<file path="config.mk">
export PLATFORM = sky130hd
export DESIGN_NAME = tiled_swizzler
export DESIGN_NICKNAME = d
export VERILOG_FILES = /design/src/rtl/swz_pkg.sv /design/src/rtl/swz_mode_decode.sv /design/src/rtl/swz_bit_merge.sv /design/src/rtl/tiled_swizzler.sv
export SDC_FILE = /design/constraint.sdc
export NUM_CORES = 1
export LEC_CHECK = 0
export BUFFER_PORTS_ARGS = -buffer_cell sky130_fd_sc_hd__buf_4
export CAP_MARGIN = 20
export CORE_MARGIN = 1
export CORE_UTILIZATION = 49
export DETAILED_ROUTE_END_ITERATION = 6
export PLACE_DENSITY = 0.8
export SYNTH_ARGS = -nofsm -noshare
export SYNTH_HDL_FRONTEND = slang
export SYNTH_SLANG_ARGS = --single-unit
</file>
<file path="constraint.sdc">
create_clock -name clk -period 2.18 [get_ports clk]
set_clock_uncertainty 0.15 [all_clocks]
set_input_delay 0.109 -clock clk [delete_from_list [all_inputs] [get_ports clk]]
set_output_delay 0.109 -clock clk [all_outputs]
set_load 0.05 [all_outputs]
</file>
<file path="src/rtl/swz_pkg.sv">
package swz_pkg;

    typedef enum logic [2:0] {
        SWZ_NONE      = 3'd0,
        SWZ_9         = 3'd1,
        SWZ_9_10      = 3'd2,
        SWZ_9_11      = 3'd3,
        SWZ_9_10_11   = 3'd4,
        SWZ_9_17      = 3'd5,
        SWZ_9_10_17   = 3'd6,
        SWZ_UNKNOWN   = 3'd7
    } swz_mode_e;

    typedef enum logic [1:0] {
        TILE_LINEAR = 2'd0,
        TILE_X      = 2'd1,
        TILE_Y      = 2'd2,
        TILE_RSVD   = 2'd3
    } tile_e;

    typedef enum logic [1:0] {
        LAYOUT_SINGLE      = 2'd0,
        LAYOUT_ASYM        = 2'd1,
        LAYOUT_INTERLEAVED = 2'd2,
        LAYOUT_FLEX        = 2'd3
    } layout_e;

    typedef struct packed {
        swz_mode_e x;
        swz_mode_e y;
    } mode_pair_t;

    // configuration word field positions
    localparam int FLD_LAYOUT_LSB = 0;
    localparam int FLD_XOR_OFF    = 2;
    localparam int FLD_XOR_SRC    = 3;
    localparam int CFG_MIN_W      = 4;

    // bit that receives the folded parity
    localparam int TGT_BIT = 6;

    // software-visible form: bit-17 contributions are hidden
    function automatic swz_mode_e hide_bit17(input swz_mode_e m);
        case (m)
            SWZ_9_17:    return SWZ_9;
            SWZ_9_10_17: return SWZ_9_10;
            default:     return m;
        endcase
    endfunction

endpackage

</file>
<file path="src/rtl/swz_mode_decode.sv">
module swz_mode_decode
    import swz_pkg::*;
#(
    parameter int CFG_W = 8
) (
    input  logic [CFG_W-1:0] cfg_raw,
    input  logic             cfg_size_match,
    output mode_pair_t       modes
);

    layout_e layout;

    always_comb begin
        layout  = layout_e'(cfg_raw[FLD_LAYOUT_LSB +: 2]);
        modes.x = SWZ_NONE;
        modes.y = SWZ_NONE;
        if (&cfg_raw) begin
            // configuration unreadable: tiling cannot be trusted
            modes.x = SWZ_UNKNOWN;
            modes.y = SWZ_UNKNOWN;
        end else begin
            case (layout)
                LAYOUT_INTERLEAVED: begin
                    if (cfg_raw[FLD_XOR_OFF]) begin
                        modes.x = SWZ_9_10;
                        modes.y = SWZ_9;
                    end else if (cfg_raw[FLD_XOR_SRC]) begin
                        modes.x = SWZ_9_10_17;
                        modes.y = SWZ_9_17;
                    end else begin
                        modes.x = SWZ_9_10_11;
                        modes.y = SWZ_9_11;
                    end
                end
                LAYOUT_FLEX: begin
                    if (cfg_size_match) begin
                        modes.x = SWZ_9_10;
                        modes.y = SWZ_9;
                    end
                end
                default: begin
                    modes.x = SWZ_NONE;
                    modes.y = SWZ_NONE;
                end
            endcase
        end
    end

endmodule

</file>
<file path="src/rtl/swz_bit_merge.sv">
module swz_bit_merge
    import swz_pkg::*;
#(
    parameter int ADDR_W = 32
) (
    input  logic [ADDR_W-1:0] addr_in,
    input  swz_mode_e         mode,
    output logic [ADDR_W-1:0] addr_out
);

    localparam int NSRC = 4;
    localparam int SRC_POS [NSRC] = '{9, 10, 11, 17};

    logic [NSRC-1:0] sel;
    logic [NSRC-1:0] term;

    // sel[0]=bit 9, sel[1]=bit 10, sel[2]=bit 11, sel[3]=bit 17
    always_comb begin
        case (mode)
            SWZ_9:       sel = 4'b0001;
            SWZ_9_10:    sel = 4'b0011;
            SWZ_9_11:    sel = 4'b0101;
            SWZ_9_10_11: sel = 4'b0111;
            SWZ_9_17:    sel = 4'b1001;
            SWZ_9_10_17: sel = 4'b1011;
            default:     sel = 4'b0000;
        endcase
    end

    for (genvar i = 0; i < NSRC; i++) begin : g_src
        assign term[i] = sel[i] & addr_in[SRC_POS[i]];
    end

    always_comb begin
        addr_out          = addr_in;
        addr_out[TGT_BIT] = addr_in[TGT_BIT] ^ (^term);
    end

endmodule

</file>
<file path="src/rtl/tiled_swizzler.sv">
module tiled_swizzler
    import swz_pkg::*;
#(
    parameter int ADDR_W = 32,
    parameter int CFG_W  = 8
) (
    input  logic              clk,
    input  logic              rst_n,
    input  logic [CFG_W-1:0]  cfg_raw,
    input  logic              cfg_size_match,
    input  logic              cfg_load,
    input  logic              req_valid,
    output logic              req_ready,
    input  logic [ADDR_W-1:0] req_addr,
    input  logic [1:0]        req_tiling,
    output logic              rsp_valid,
    input  logic              rsp_ready,
    output logic [ADDR_W-1:0] rsp_addr,
    output logic [1:0]        rsp_tiling,
    output logic [2:0]        rsp_mode,
    output logic [2:0]        rpt_x_mode,
    output logic [2:0]        rpt_y_mode
);

    typedef struct packed {
        logic              rsp_valid;
        logic [ADDR_W-1:0] rsp_addr;
        tile_e             rsp_tiling;
        swz_mode_e         rsp_mode;
        mode_pair_t        act;
        mode_pair_t        pend_modes;
        logic              pend;
    } state_t;

    state_t     st_d, st_q;
    mode_pair_t dec_modes;
    tile_e      tiling;
    swz_mode_e  sel_mode;
    swz_mode_e  merge_mode;
    logic       tiled_ok;
    logic       accept;
    logic [ADDR_W-1:0] merged_addr;

    swz_mode_decode #(.CFG_W(CFG_W)) u_decode (
        .cfg_raw        (cfg_raw),
        .cfg_size_match (cfg_size_match),
        .modes          (dec_modes)
    );

    swz_bit_merge #(.ADDR_W(ADDR_W)) u_merge (
        .addr_in  (req_addr),
        .mode     (merge_mode),
        .addr_out (merged_addr)
    );

    always_comb begin
        tiling   = tile_e'(req_tiling);
        case (tiling)
            TILE_X:  sel_mode = st_q.act.x;
            TILE_Y:  sel_mode = st_q.act.y;
            default: sel_mode = SWZ_NONE;
        endcase
        tiled_ok   = ((tiling == TILE_X) || (tiling == TILE_Y)) &&
                     (sel_mode != SWZ_UNKNOWN);
        merge_mode = tiled_ok ? sel_mode : SWZ_NONE;

        req_ready = (!st_q.rsp_valid || rsp_ready) && !st_q.pend;
        accept    = req_valid && req_ready;

        st_d = st_q;

        // response stage
        if (accept) begin
            st_d.rsp_valid  = 1'b1;
            st_d.rsp_addr   = merged_addr;
            st_d.rsp_tiling = tiled_ok ? tiling : TILE_LINEAR;
            st_d.rsp_mode   = tiled_ok ? hide_bit17(sel_mode) : SWZ_NONE;
        end else if (rsp_ready) begin
            st_d.rsp_valid  = 1'b0;
        end

        // pending modes take effect only with an empty response stage
        if (st_q.pend && !st_q.rsp_valid) begin
            st_d.act  = st_q.pend_modes;
            st_d.pend = 1'b0;
        end

        if (cfg_load) begin
            st_d.pend       = 1'b1;
            st_d.pend_modes = dec_modes;
        end
    end

    always_ff @(posedge clk or negedge rst_n) begin
        if (!rst_n) begin
            st_q <= '0;
        end else begin
            st_q <= st_d;
        end
    end

    assign rsp_valid  = st_q.rsp_valid;
    assign rsp_addr   = st_q.rsp_addr;
    assign rsp_tiling = st_q.rsp_tiling;
    assign rsp_mode   = st_q.rsp_mode;
    assign rpt_x_mode = hide_bit17(st_q.act.x);
    assign rpt_y_mode = hide_bit17(st_q.act.y);

endmodule

</file>
==> results.md, run 1 <==
* Status: finished clean
* GR Util All Layers at between 20% and 30%
* CTS H-Tree Depth at 2
* CP max-delay cell: dfrtp_1
* Clock latency on the worst-skew pair at roughly 0.3 ns
* Average cell area after synthesis at 11.62 um^2
* Worst EP arrival at 2.15 ns
* Least-Margin Pin Slew at roughly 0.62 ns
* Combinational Power Share at around 44%
* Pint at between 1500 and 2000 uW
* Peak VDD IR at ~0.00042 V
* Final nets at roughly 360
* I/O pin count at between 90 and 100
* Setup tns final at 0 ns
* Commonest non-fill, non-tap cells in the layout: 96 x buf_4, 50 x dfrtp_1, 39 x dlygate4sd3_1, 33 x mux2_1, 12 x nor2_1
* DIE WIDTH at about 74 um
* Pwr dens at 947.4 mW/mm^2
* Buffers and inverters on the worst path at 0
* Total gr overflow at 0
* Number of max-cap violations at 0
* Synth cell types at 36
* Vias per inst at 4.892
* Util after Layout at 72.88%
* Crit Path Class: flip-flop to flip-flop
* Post-DP HPWL at approximately 3500 um
* CP peak stage delay at roughly 0.46 ns
* Core Region at approximately 0.0048 mm^2
* Largest net degree at the start of global routing at 52
* Multi-input logic area at slightly above 900 um^2
* Clk pwr share at 17.9%
* Worst-path clk slew at ~0.10 ns
* Pre-antenna DRT Iters at 4
* Critical-path cell list: a22o_1, a2111oi_4, xnor2_1, or3_1, a211o_1, nand3_1
* Drt total wl at a little over 5000 um
* DR iter-0 viols at between 90 and 100
* Routed Antenna Nets at 0
* Syn_nets at roughly 270
* Endpoints failing hold at 0
* Crit start category: flip-flop
* Fin. max-slew vios at 0
* Initial antenna violation count at 0
* FF/Latch Area at approximately 0.0013 mm^2
* Synth Area in XOR/XNOR at under 10%
* Routed len/inst at between 10 and 15 um
* Finished Layout Cells at between 300 and 400
* Number of global-route vias before repair at about 1.8k
* Period utilization at 93.93%
* Fill cell count at 357
* Crit path capture type: flip-flop
* Sinks on Clock Net at 51
* Largest family of logic cells by synthesized area: multiplexers
* Die height at between 70 and 80 um
* Adder-cell share of the synthesized area at less than 1%
* Syn Inst Count at ~220
* Overall Power at roughly 3300 uW
* CTS root buffer: clkbuf_8
* Register area share after synthesis at around half
* Cell Rows at 25
* Simple-gate portion of the synthesized area at ~6.6%
* Num CTS Buffers at 5
* Tmin final at 2.048 ns
* Hold Slack at ~0.011 ns
* Sequential share of power at 37.8%
* Initial core utilization at 52.03%
* Vias at between 1.5k and 2k
* Die area at between 0.005 and 0.006 mm^2
* Remaining DRCs at 0
* Post-placement cell count at 333
* Worst hold path type: input port to flip-flop
* Worst slew margin at approximately 59%
* Max Clock Freq at between 400 and 500 MHz
* PortBufs at between 90 and 100
* Net Sw Power at 1392 uW
* Area Overhead vs Synth at 40.08%
* Fraction of synthesized area in multiplexers at 17.31%
* Complex-gate fraction of the synthesized area at under 10%
* Leakage at around 0.0016 uW
* Worst Path Max Fanout at 6
* Required @ worst endpoint at about 2.3 ns
* Seq cells post-synth at ~50
* CTS Buffer Depth at 2
* Share of layout cells above drive strength 1 at ~36%
* Unrepaired setup endpoints after global routing: false
* Mapped Area at ~0.0025 mm^2
* Antenna fix cells at 0
* First-pass GRT wire length at 8224 um
* Yosys warns at 0
* Commonest non-fill, non-tap cell in the layout: buf_4
* Crit-path leading delay family: compound AO/OA/AOI/OAI gates
* CTS tree: done
* Net Sw Frac at just over 40%
* Final setup violation count at 0
* Gpl congestion at around 0.75
## final timing paths
check	startpoint	to	slack (ns)	cells after the start
worst max-delay path	st_q[10]$_DFFE_PN0P_	rsp_addr[6]$_DFFE_PN0P_	0.13	6
max in group asynchronous	rst_n	st_q[8]$_DFFE_PN0P_	1.19	2
worst min register to register	rsp_mode[2]$_DFFE_PN0P_	rsp_mode[2]$_DFFE_PN0P_	0.34	2
min in group asynchronous	rst_n	rsp_addr[5]$_DFFE_PN0P_	0.23	2
worst max register to register	st_q[10]$_DFFE_PN0P_	rsp_addr[6]$_DFFE_PN0P_	0.13	6
worst min-delay path	cfg_raw[2]	st_q[6]$_DFFE_PN0P_	0.01	4
## area by class of cell
class	instances	area share, %
clock inverter	1	0.2125
multi-input combinational	110	25.67
tap	67	2.373
clock buffer	7	2.727
timing repair buffer	136	32.01
inverter	8	0.8499
sequential	51	36.15
## power by group through the flow
stage / sequential [uW] / clock [uW] / combinational [uW]
detailed placement: 1280 / 0 / 1430
global route: 1290 / 644 / 1560
CTS: 1260 / 609 / 1490
finish: 1260 / 599 / 1480
global placement: 1270 / 0 / 1410
floorplan: 1250 / 0 / 1220
## cells in the mapped netlist
master | number | area share (%)
a21boi_0 | 1 | 0.30
nand4_1 | 2 | 0.50
nor3b_1 | 1 | 0.30
nand2_1 | 6 | 0.89
buf_1 | 3 | 0.45
nand4b_1 | 1 | 0.35
xnor2_1 | 3 | 1.0
o21ai_2 | 1 | 0.35
mux2_1 | 33 | 15
o221a_1 | 1 | 0.45
a21o_1 | 1 | 0.30
ha_1 | 2 | 0.99
inv_1 | 8 | 1.2
a31oi_1 | 2 | 0.50
mux2_2 | 4 | 1.8
nand2b_1 | 1 | 0.25
a21oi_1 | 10 | 2.0
a22o_1 | 6 | 2.1
or3_1 | 2 | 0.50
nor3_1 | 1 | 0.20
dfrtp_1 | 51 | 51
o21ai_1 | 2 | 0.40
mux2i_1 | 2 | 0.79
buf_4 | 38 | 11
nor2b_1 | 3 | 0.74
o21ai_0 | 3 | 0.60
a211o_1 | 1 | 0.35
and2_1 | 2 | 0.50
nand3_1 | 2 | 0.40
o41ai_1 | 1 | 0.35
o32a_1 | 1 | 0.40
a22oi_1 | 1 | 0.30
a2111oi_4 | 1 | 1.1
or2_1 | 1 | 0.25
nor2_1 | 12 | 1.8
clkbuf_1 | 7 | 1.0
## cell families after synthesis
kind of cell / count (synthesis)
mux: 39
simple gates: 34
fa+ha+maj: 2
buf+inv: 56
xor+xnor: 3
flops: 51
compound gates: 32
## state kept, by name, indices dropped and copies added, names as in the netlist
signal / cells
rsp_addr: 32
st_q: 13
rsp_mode: 3
rsp_tiling: 2
rsp_valid: 1
## per-stage QoR
step	worst slack, ns	instance area [um^2]
after detailed placement	0.04651	3038
after CTS	0.1095	3532
final	0.1324	3533
after floorplan	0.03597	2534
after global routing	0.008656	3533
after global placement	0.1188	3038
## routing by layer
metal  global-route usage (%)  share of wire, %  routed length, um
met5                        0                 0                  0
met4                    6.410               1.2                 61
met3                    5.898               5.7                296
met2                    36.49                53               2735
met1                    23.31                41               2106
## worst min-delay path, stage by stage
cell	delay, ns
buf_4	0.09
nor3b_1	0.06
nor2_1	0.10
a21oi_1	0.07
## timing repair
action | 4_1_cts | 5_1_grt
resized for setup | 0 | 1
setup endpoints to repair | 0 | 1
buffers inserted | 0 | 0
hold endpoints to repair | 92 | 0
hold buffers | 39 | 0
Power figures use the tool's default switching activity.
==> run 2: changes to the inputs <==
--- a/config.mk
+++ b/config.mk
@@ -11,6 +11,7 @@
 export CORE_UTILIZATION = 49
 export DETAILED_ROUTE_END_ITERATION = 6
 export PLACE_DENSITY = 0.8
+export RECOVER_POWER = 50
 export SYNTH_ARGS = -nofsm -noshare
 export SYNTH_HDL_FRONTEND = slang
 export SYNTH_SLANG_ARGS = --single-unit
==> constraint.sdc (replaced) <==
create_clock -name clk -period 2.2 [get_ports clk]
set_clock_uncertainty 0.15 [all_clocks]
set_input_delay 0.11 -clock clk [delete_from_list [all_inputs] [get_ports clk]]
set_output_delay 0.11 -clock clk [all_outputs]
set_load 0.05 [all_outputs]
==> results.md, run 2 (synthesis gave the netlist of run 1 again) <==
* Status: finished clean
* Placed cell areas at 0.003038 mm^2
* Final nets at roughly 360
* Vias per inst at between 4 and 5
* CTS Buffer Depth at 2
* Final setup violation count at 0
* Net Sw Power at roughly 1400 uW
* Remaining DRCs at 0
* Post CTS Setup Buffer Count at 0
* Initial core utilization at between 50% and 60%
* PortBufs at 92
* DR WL met3 at between 200 and 300 um
* Largest net degree at the start of global routing at between 50 and 60
* Worst EP arrival at 2.16 ns
* Num CTS Buffers at 5
* Routed metal-1 wire length at ~2100 um
* Initial antenna violation count at 0
* Combinational Power Share at between 40 and 50%
* Setup tns final at 0 ns
* Period utilization at a little over nine tenths
* Post-route cell area at between 0.003 and 0.004 mm^2
* CTS root buffer: clkbuf_8
* Clk pwr share at between 10% and 20%
* Total gr overflow at 0
* Endpoints failing hold at 0
* Fin. max-slew vios at 0
* First-pass GRT wire length at 8956 um
* Post-DP HPWL at 3542 um
* Commonest non-fill, non-tap cell in the layout: buf_4
* Post-place setup slack at around 0.046 ns
* Unrepaired setup endpoints after global routing: false
* Critical Path Source: st_q[10]$_DFFE_PN0P_
* Gpl congestion at between 0.7 and 0.8
* Pwr dens at 935.4 mW/mm^2
* CTS tree: done
* Met2 WL at around 3000 um
* Number of max-cap violations at 0
* Worst Path Max Fanout at 6
* Crit path capture type: flip-flop
* Area Overhead vs Synth at 36.46%
* Drt total wl at around 5500 um
* Commonest non-fill, non-tap cells in the layout: 73 x buf_4, 49 x dfrtp_1, 39 x dlygate4sd3_1, 33 x mux2_1, 23 x clkbuf_1
* Die area at approximately 0.0054 mm^2
* Core Region at 0.004848 mm^2
* Net Sw Frac at 43.17%
* Hold Slack at about 0.011 ns
* Cell Rows at 25
* Tmin final at 2.062 ns
* Clock latency on the worst-skew pair at 0.30 ns
* Worst hold path type: input port to flip-flop
* DR iter-0 viols at 64
* I/O pin count at between 90 and 100
* Pint at about 1800 uW
* Routed len/inst at between 10 and 15 um
* Max Clock Freq at just under 500 MHz
* Routed Antenna Nets at 0
* Number of global-route vias before repair at between 1.5k and 2k
* Pre-antenna DRT Iters at 6
* DR top layer: met4
* Least-Margin Pin Slew at around 1.2 ns
* Crit Path Class: flip-flop to flip-flop
* CTS H-Tree Depth at 2
* Peak VDD IR at about 0.00043 V
* Vias at 1,860
* Antenna fix cells at 0
* Number of flip-flops in the largest register at 32
* Sinks on Clock Net at between 50 and 60
* Reg2reg start: st_q[10]$_DFFE_PN0P_
* Share of layout cells above drive strength 1 at a little under 30%
* Crit start category: flip-flop
* Overall Power at around 3200 uW
* DIE WIDTH at 73.75 um
* GR Util All Layers at 21.89%
* Sequential share of power at 39.1%
* Leakage at ~0.0016 uW
* HP Start: cfg_raw[2]
* Required @ worst endpoint at around 2.3 ns
* Worst slew margin at 17.61%
* Worst-path clk slew at about 0.090 ns
* Die height at between 70 and 80 um
* Setup WS post-layout at roughly 0.14 ns
[run 2: layout make-up]
type                    count  area (um^2)
fillers                   380         1406
flip-flops and latches     51         1279
repair buffers            136         1046
multi-input cells         110        908.4
clock buffers               7        86.33
well taps                  67        83.83
inverters                   8        30.03
clock inverters             1        8.758
[run 2: what timing repair did]
action                                 CTS  global route
gates resized for setup                  0             3
setup endpoints to repair                0             1
endpoints found under the hold margin   92             0
hold buffers                            39             0
[run 2: stage by stage]
step | util, % | cells
after floorplan | - | 217
final | 70.99 | 380
after global routing | 70.99 | 380
after global placement | 62.66 | 333
after CTS | 72.67 | 380
after detailed placement | 62.66 | 333
[run 2: worst max-delay path, stage by stage, from the launching register on]
cell and delay, ns:
dfrtp_2 0.46, a22o_2 0.28, a2111oi_4 0.23, xnor2_1 0.11, or3_1 0.40, a211o_1 0.30
nand3_1 0.07
[run 2: worst paths after layout]
check | slack (ns) | cells past startpoint | end
max | 0.14 | 6 | rsp_addr[6]$_DFFE_PN0P_
max reg2reg | 0.14 | 6 | rsp_addr[6]$_DFFE_PN0P_
min reg2reg | 0.34 | 2 | rsp_mode[2]$_DFFE_PN0P_
max in group asynchronous | 0.60 | 2 | st_q[8]$_DFFE_PN0P_
min | 0.01 | 4 | st_q[6]$_DFFE_PN0P_
min in group asynchronous | 0.46 | 2 | rsp_addr[29]$_DFFE_PN0P_
[run 2: routing by layer]
metal / track usage [%] / up-vias
li1: - / 894
met1: 23.52 / 899
met2: 41.59 / 58
met3: 5.898 / 9
met4: 6.197 / 0
met5: 0 / -
[run 2: power groups by stage]
| stage | sequential (uW) | combinational (uW) | clock [uW] |
|---|---|---|---|
| floorplan | 1240 | 1210 | 0 |
| global placement | 1260 | 1400 | 0 |
| detailed placement | 1270 | 1420 | 0 |
| CTS | 1250 | 1480 | 582 |
| global route | 1280 | 1470 | 616 |
| finish | 1260 | 1390 | 567 |
==> run 3: changes to the inputs <==
--- a/config.mk
+++ b/config.mk
@@ -5,11 +5,14 @@
 export SDC_FILE = /design/constraint.sdc
 export NUM_CORES = 1
 export LEC_CHECK = 0
+export ABC_AREA = 1
 export BUFFER_PORTS_ARGS = -buffer_cell sky130_fd_sc_hd__buf_4
 export CAP_MARGIN = 20
 export CORE_MARGIN = 1
 export CORE_UTILIZATION = 49
+export CTS_CLUSTER_SIZE = 12
 export DETAILED_ROUTE_END_ITERATION = 6
+export GPL_ROUTABILITY_DRIVEN = 0
 export PLACE_DENSITY = 0.8
 export RECOVER_POWER = 50
 export SYNTH_ARGS = -nofsm -noshare
==> results.md, run 3 <==
* Initial core utilization at 50.67%
* Worst EP arrival at around 2.0 ns
* Pwr dens at around 940 mW/mm^2
* Final nets at about 460
* Number of global-route vias before repair at 2,131
* Placed cell areas at between 0.003 and 0.004 mm^2
* CTS Buffer Depth at 2
* Unrepaired setup endpoints after global routing: false
* Max Clock Freq at 522.8 MHz
* Crit Path Class: input port to flip-flop
* Worst-path clk slew at about 0.09 ns
* Syn_nets at 366
* Share of layout cells above drive strength 1 at about 25%
* Number of max-cap violations at 0
* Least-Margin Pin Slew at ~1.2 ns
* PortBufs at roughly 90
* Syn Inst Count at between 300 and 400
* Initial antenna violation count at 0
* Post-synth EDFFs at 0
* Die area at roughly 0.0055 mm^2
* Routed len/inst at 11.80 um
* Clock latency on the worst-skew pair at about 0.3 ns
* Tmin final at 1.913 ns
* Synth cell types at 23
* Area Overhead vs Synth at 34.89%
* Crit-path most repeated cell: nand2_1
* Vias per inst at about 4.7
* Commonest non-fill, non-tap cells in the layout: 130 x nand2_1, 71 x buf_4, 51 x dfrtp_1, 39 x dlygate4sd3_1, 23 x clkbuf_1
* DIE WIDTH at around 74 um
* I/O pin count at 93
* Buffers and inverters on the worst path at 4
* Status: finished clean
* Peak VDD IR at around 0.00053 V
* Yosys warns at 0
* CTS H-Tree Depth at 2
* Most common library cells after synthesis: 130 x nand2_1, 51 x dfrtp_1, 37 x buf_4
* Overall Power at between 3000 and 4000 uW
* Post-route cell area at approximately 0.0035 mm^2
* GR Util All Layers at roughly 21%
* Top cells by area, synth: dfrtp_1 50%, nand2_1 19%, buf_4 11%
* CTS root buffer: clkbuf_8
* Pre-antenna DRT Iters at 4
* Crit path capture type: flip-flop
* Main synth FF type: dfrtp_1
* Required @ worst endpoint at 2.24 ns
* Most common cell in the synthesized netlist: nand2_1
* Worst hold path type: input port to flip-flop
* Asr flop ratio synth at 100.0%
* Post-CTS sizing at 0
* DR iter-0 viols at between 100 and 150
* CP peak stage delay at around 0.54 ns
* Post-DP HPWL at roughly 3700 um
* Final setup violation count at 0
* Worst slew margin at 19.68%
* Setup tns final at 0 ns
* Cell Rows at 26
* Sinks on Clock Net at between 50 and 60
* Average cell area after synthesis at approximately 8.1 um^2
* Routed Antenna Nets at 0
* Fin. max-slew vios at 0
* Total gr overflow at 0
* Commonest non-fill, non-tap cell in the layout: nand2_1
* Largest net degree at the start of global routing at between 50 and 60
* CTS Hold Bufs at 39
* Mapped Area at 0.002571 mm^2
* Critical-path cell list: dlygate4sd3_1, buf_4, inv_1, ha_1, nand2_1, nand2_4, inv_2, o21ai_2, nand3_2, nand2_2, nand2_1, nand2_1, nand2_1, nand3_1, nand2_1
* Remaining DRCs at 0
* CTS tree: done
* First-pass GRT wire length at 8921 um
* Crit-path leading delay family: buffers and inverters
* Core Region at ~0.005 mm^2
* Number of flip-flops in the largest register at 32
* Period utilization at between 80 and 90%
* Post CTS Setup Buffer Count at 0
* Seq cells post-synth at 51
* Num CTS Buffers at 5
* CP max-delay cell: dlygate4sd3_1
* Die height at between 70 and 80 um
* Endpoints failing hold at 0
* Top cell type by total area after synthesis: dfrtp_1
* Leakage at roughly 0.0019 uW
* Register area share after synthesis at between 40% and 50%
* Top-area cell type share of the netlist area at roughly half
* Worst Path Max Fanout at 3
* Antenna fix cells at 0
* Drt total wl at 5639 um
* Crit start category: input port
* Vias at approximately 2.2k
## run 3: final cells by class
cell class                 count  area (um^2)
fill                         446         1607
timing repair buffer         133         1011
sequential                    51         1276
inverter                      26        97.59
clock inverter                 2        60.06
clock buffer                   6        72.57
multi-input combinational    190        863.3
tap                           70        87.58
## run 3: kinds of logic after synthesis
family	after synthesis	synth area share, %
compound gates	28	6.569
fa+ha+maj	2	0.9731
buf+inv	75	16.89
flops	51	49.63
simple gates	160	25.94
## run 3: worst register-to-register path, stage by stage, from the launching register on
cell	delay, ns
dfrtp_1	0.43
nand2_1	0.12
nand2_4	0.08
nand2_4	0.08
clkinv_1	0.08
o21ai_2	0.07
nand3_2	0.12
nand2_2	0.08
nand2_1	0.05
nand2_1	0.06
nand2_1	0.04
nand3_1	0.07
nand2_1	0.06
## run 3: metal layers
metal / up-vias / GRT usage [%] / part of all wire [%]
li1: 1114 / - / -
met3: 9 / 4.065 / 4.4
met4: 0 / 9.853 / 1.7
met1: 1045 / 23.78 / 41
met5: - / 0 / 0
met2: 67 / 39.44 / 52
## run 3: through the flow
stage	instances	utilization, %	hold WS [ns]	setup WS (ns)
3_5_place_dp	431	59.71	0.02359	0.5452
6_report	478	68.34	0.06059	0.2871
4_1_cts	478	70.02	0.05017	0.2978
3_3_place_gp	431	59.71	0.01977	0.6268
2_1_floorplan	316	-	-0.3356	0.1321
5_1_grt	478	68.34	0.08492	0.1173
## run 3: report_power, final
| part | switching (uW) | internal (uW) | total (uW) |
|---|---|---|---|
| logic | 924 | 355 | 1280 |
| clock network | 291 | 454 | 745 |
| registers | 110 | 1110 | 1220 |
## run 3: final timing paths
path                                          from                        to  slack (ns)  depth (start not counted)
setup / recovery                     req_tiling[1]   rsp_addr[6]$_DFFE_PN0P_        0.29                         15
hold / removal                      cfg_size_match       st_q[1]$_DFFE_PN0P_        0.06                          5
setup reg to reg               st_q[7]$_DFFE_PN0P_   rsp_addr[6]$_DFFE_PN0P_        0.60                         12
hold reg to reg            rsp_addr[8]$_DFFE_PN0P_   rsp_addr[8]$_DFFE_PN0P_        0.34                          2
max in group asynchronous                    rst_n       st_q[9]$_DFFE_PN0P_        0.72                          2
min in group asynchronous                    rst_n  rsp_addr[17]$_DFFE_PN0P_        0.45                          2
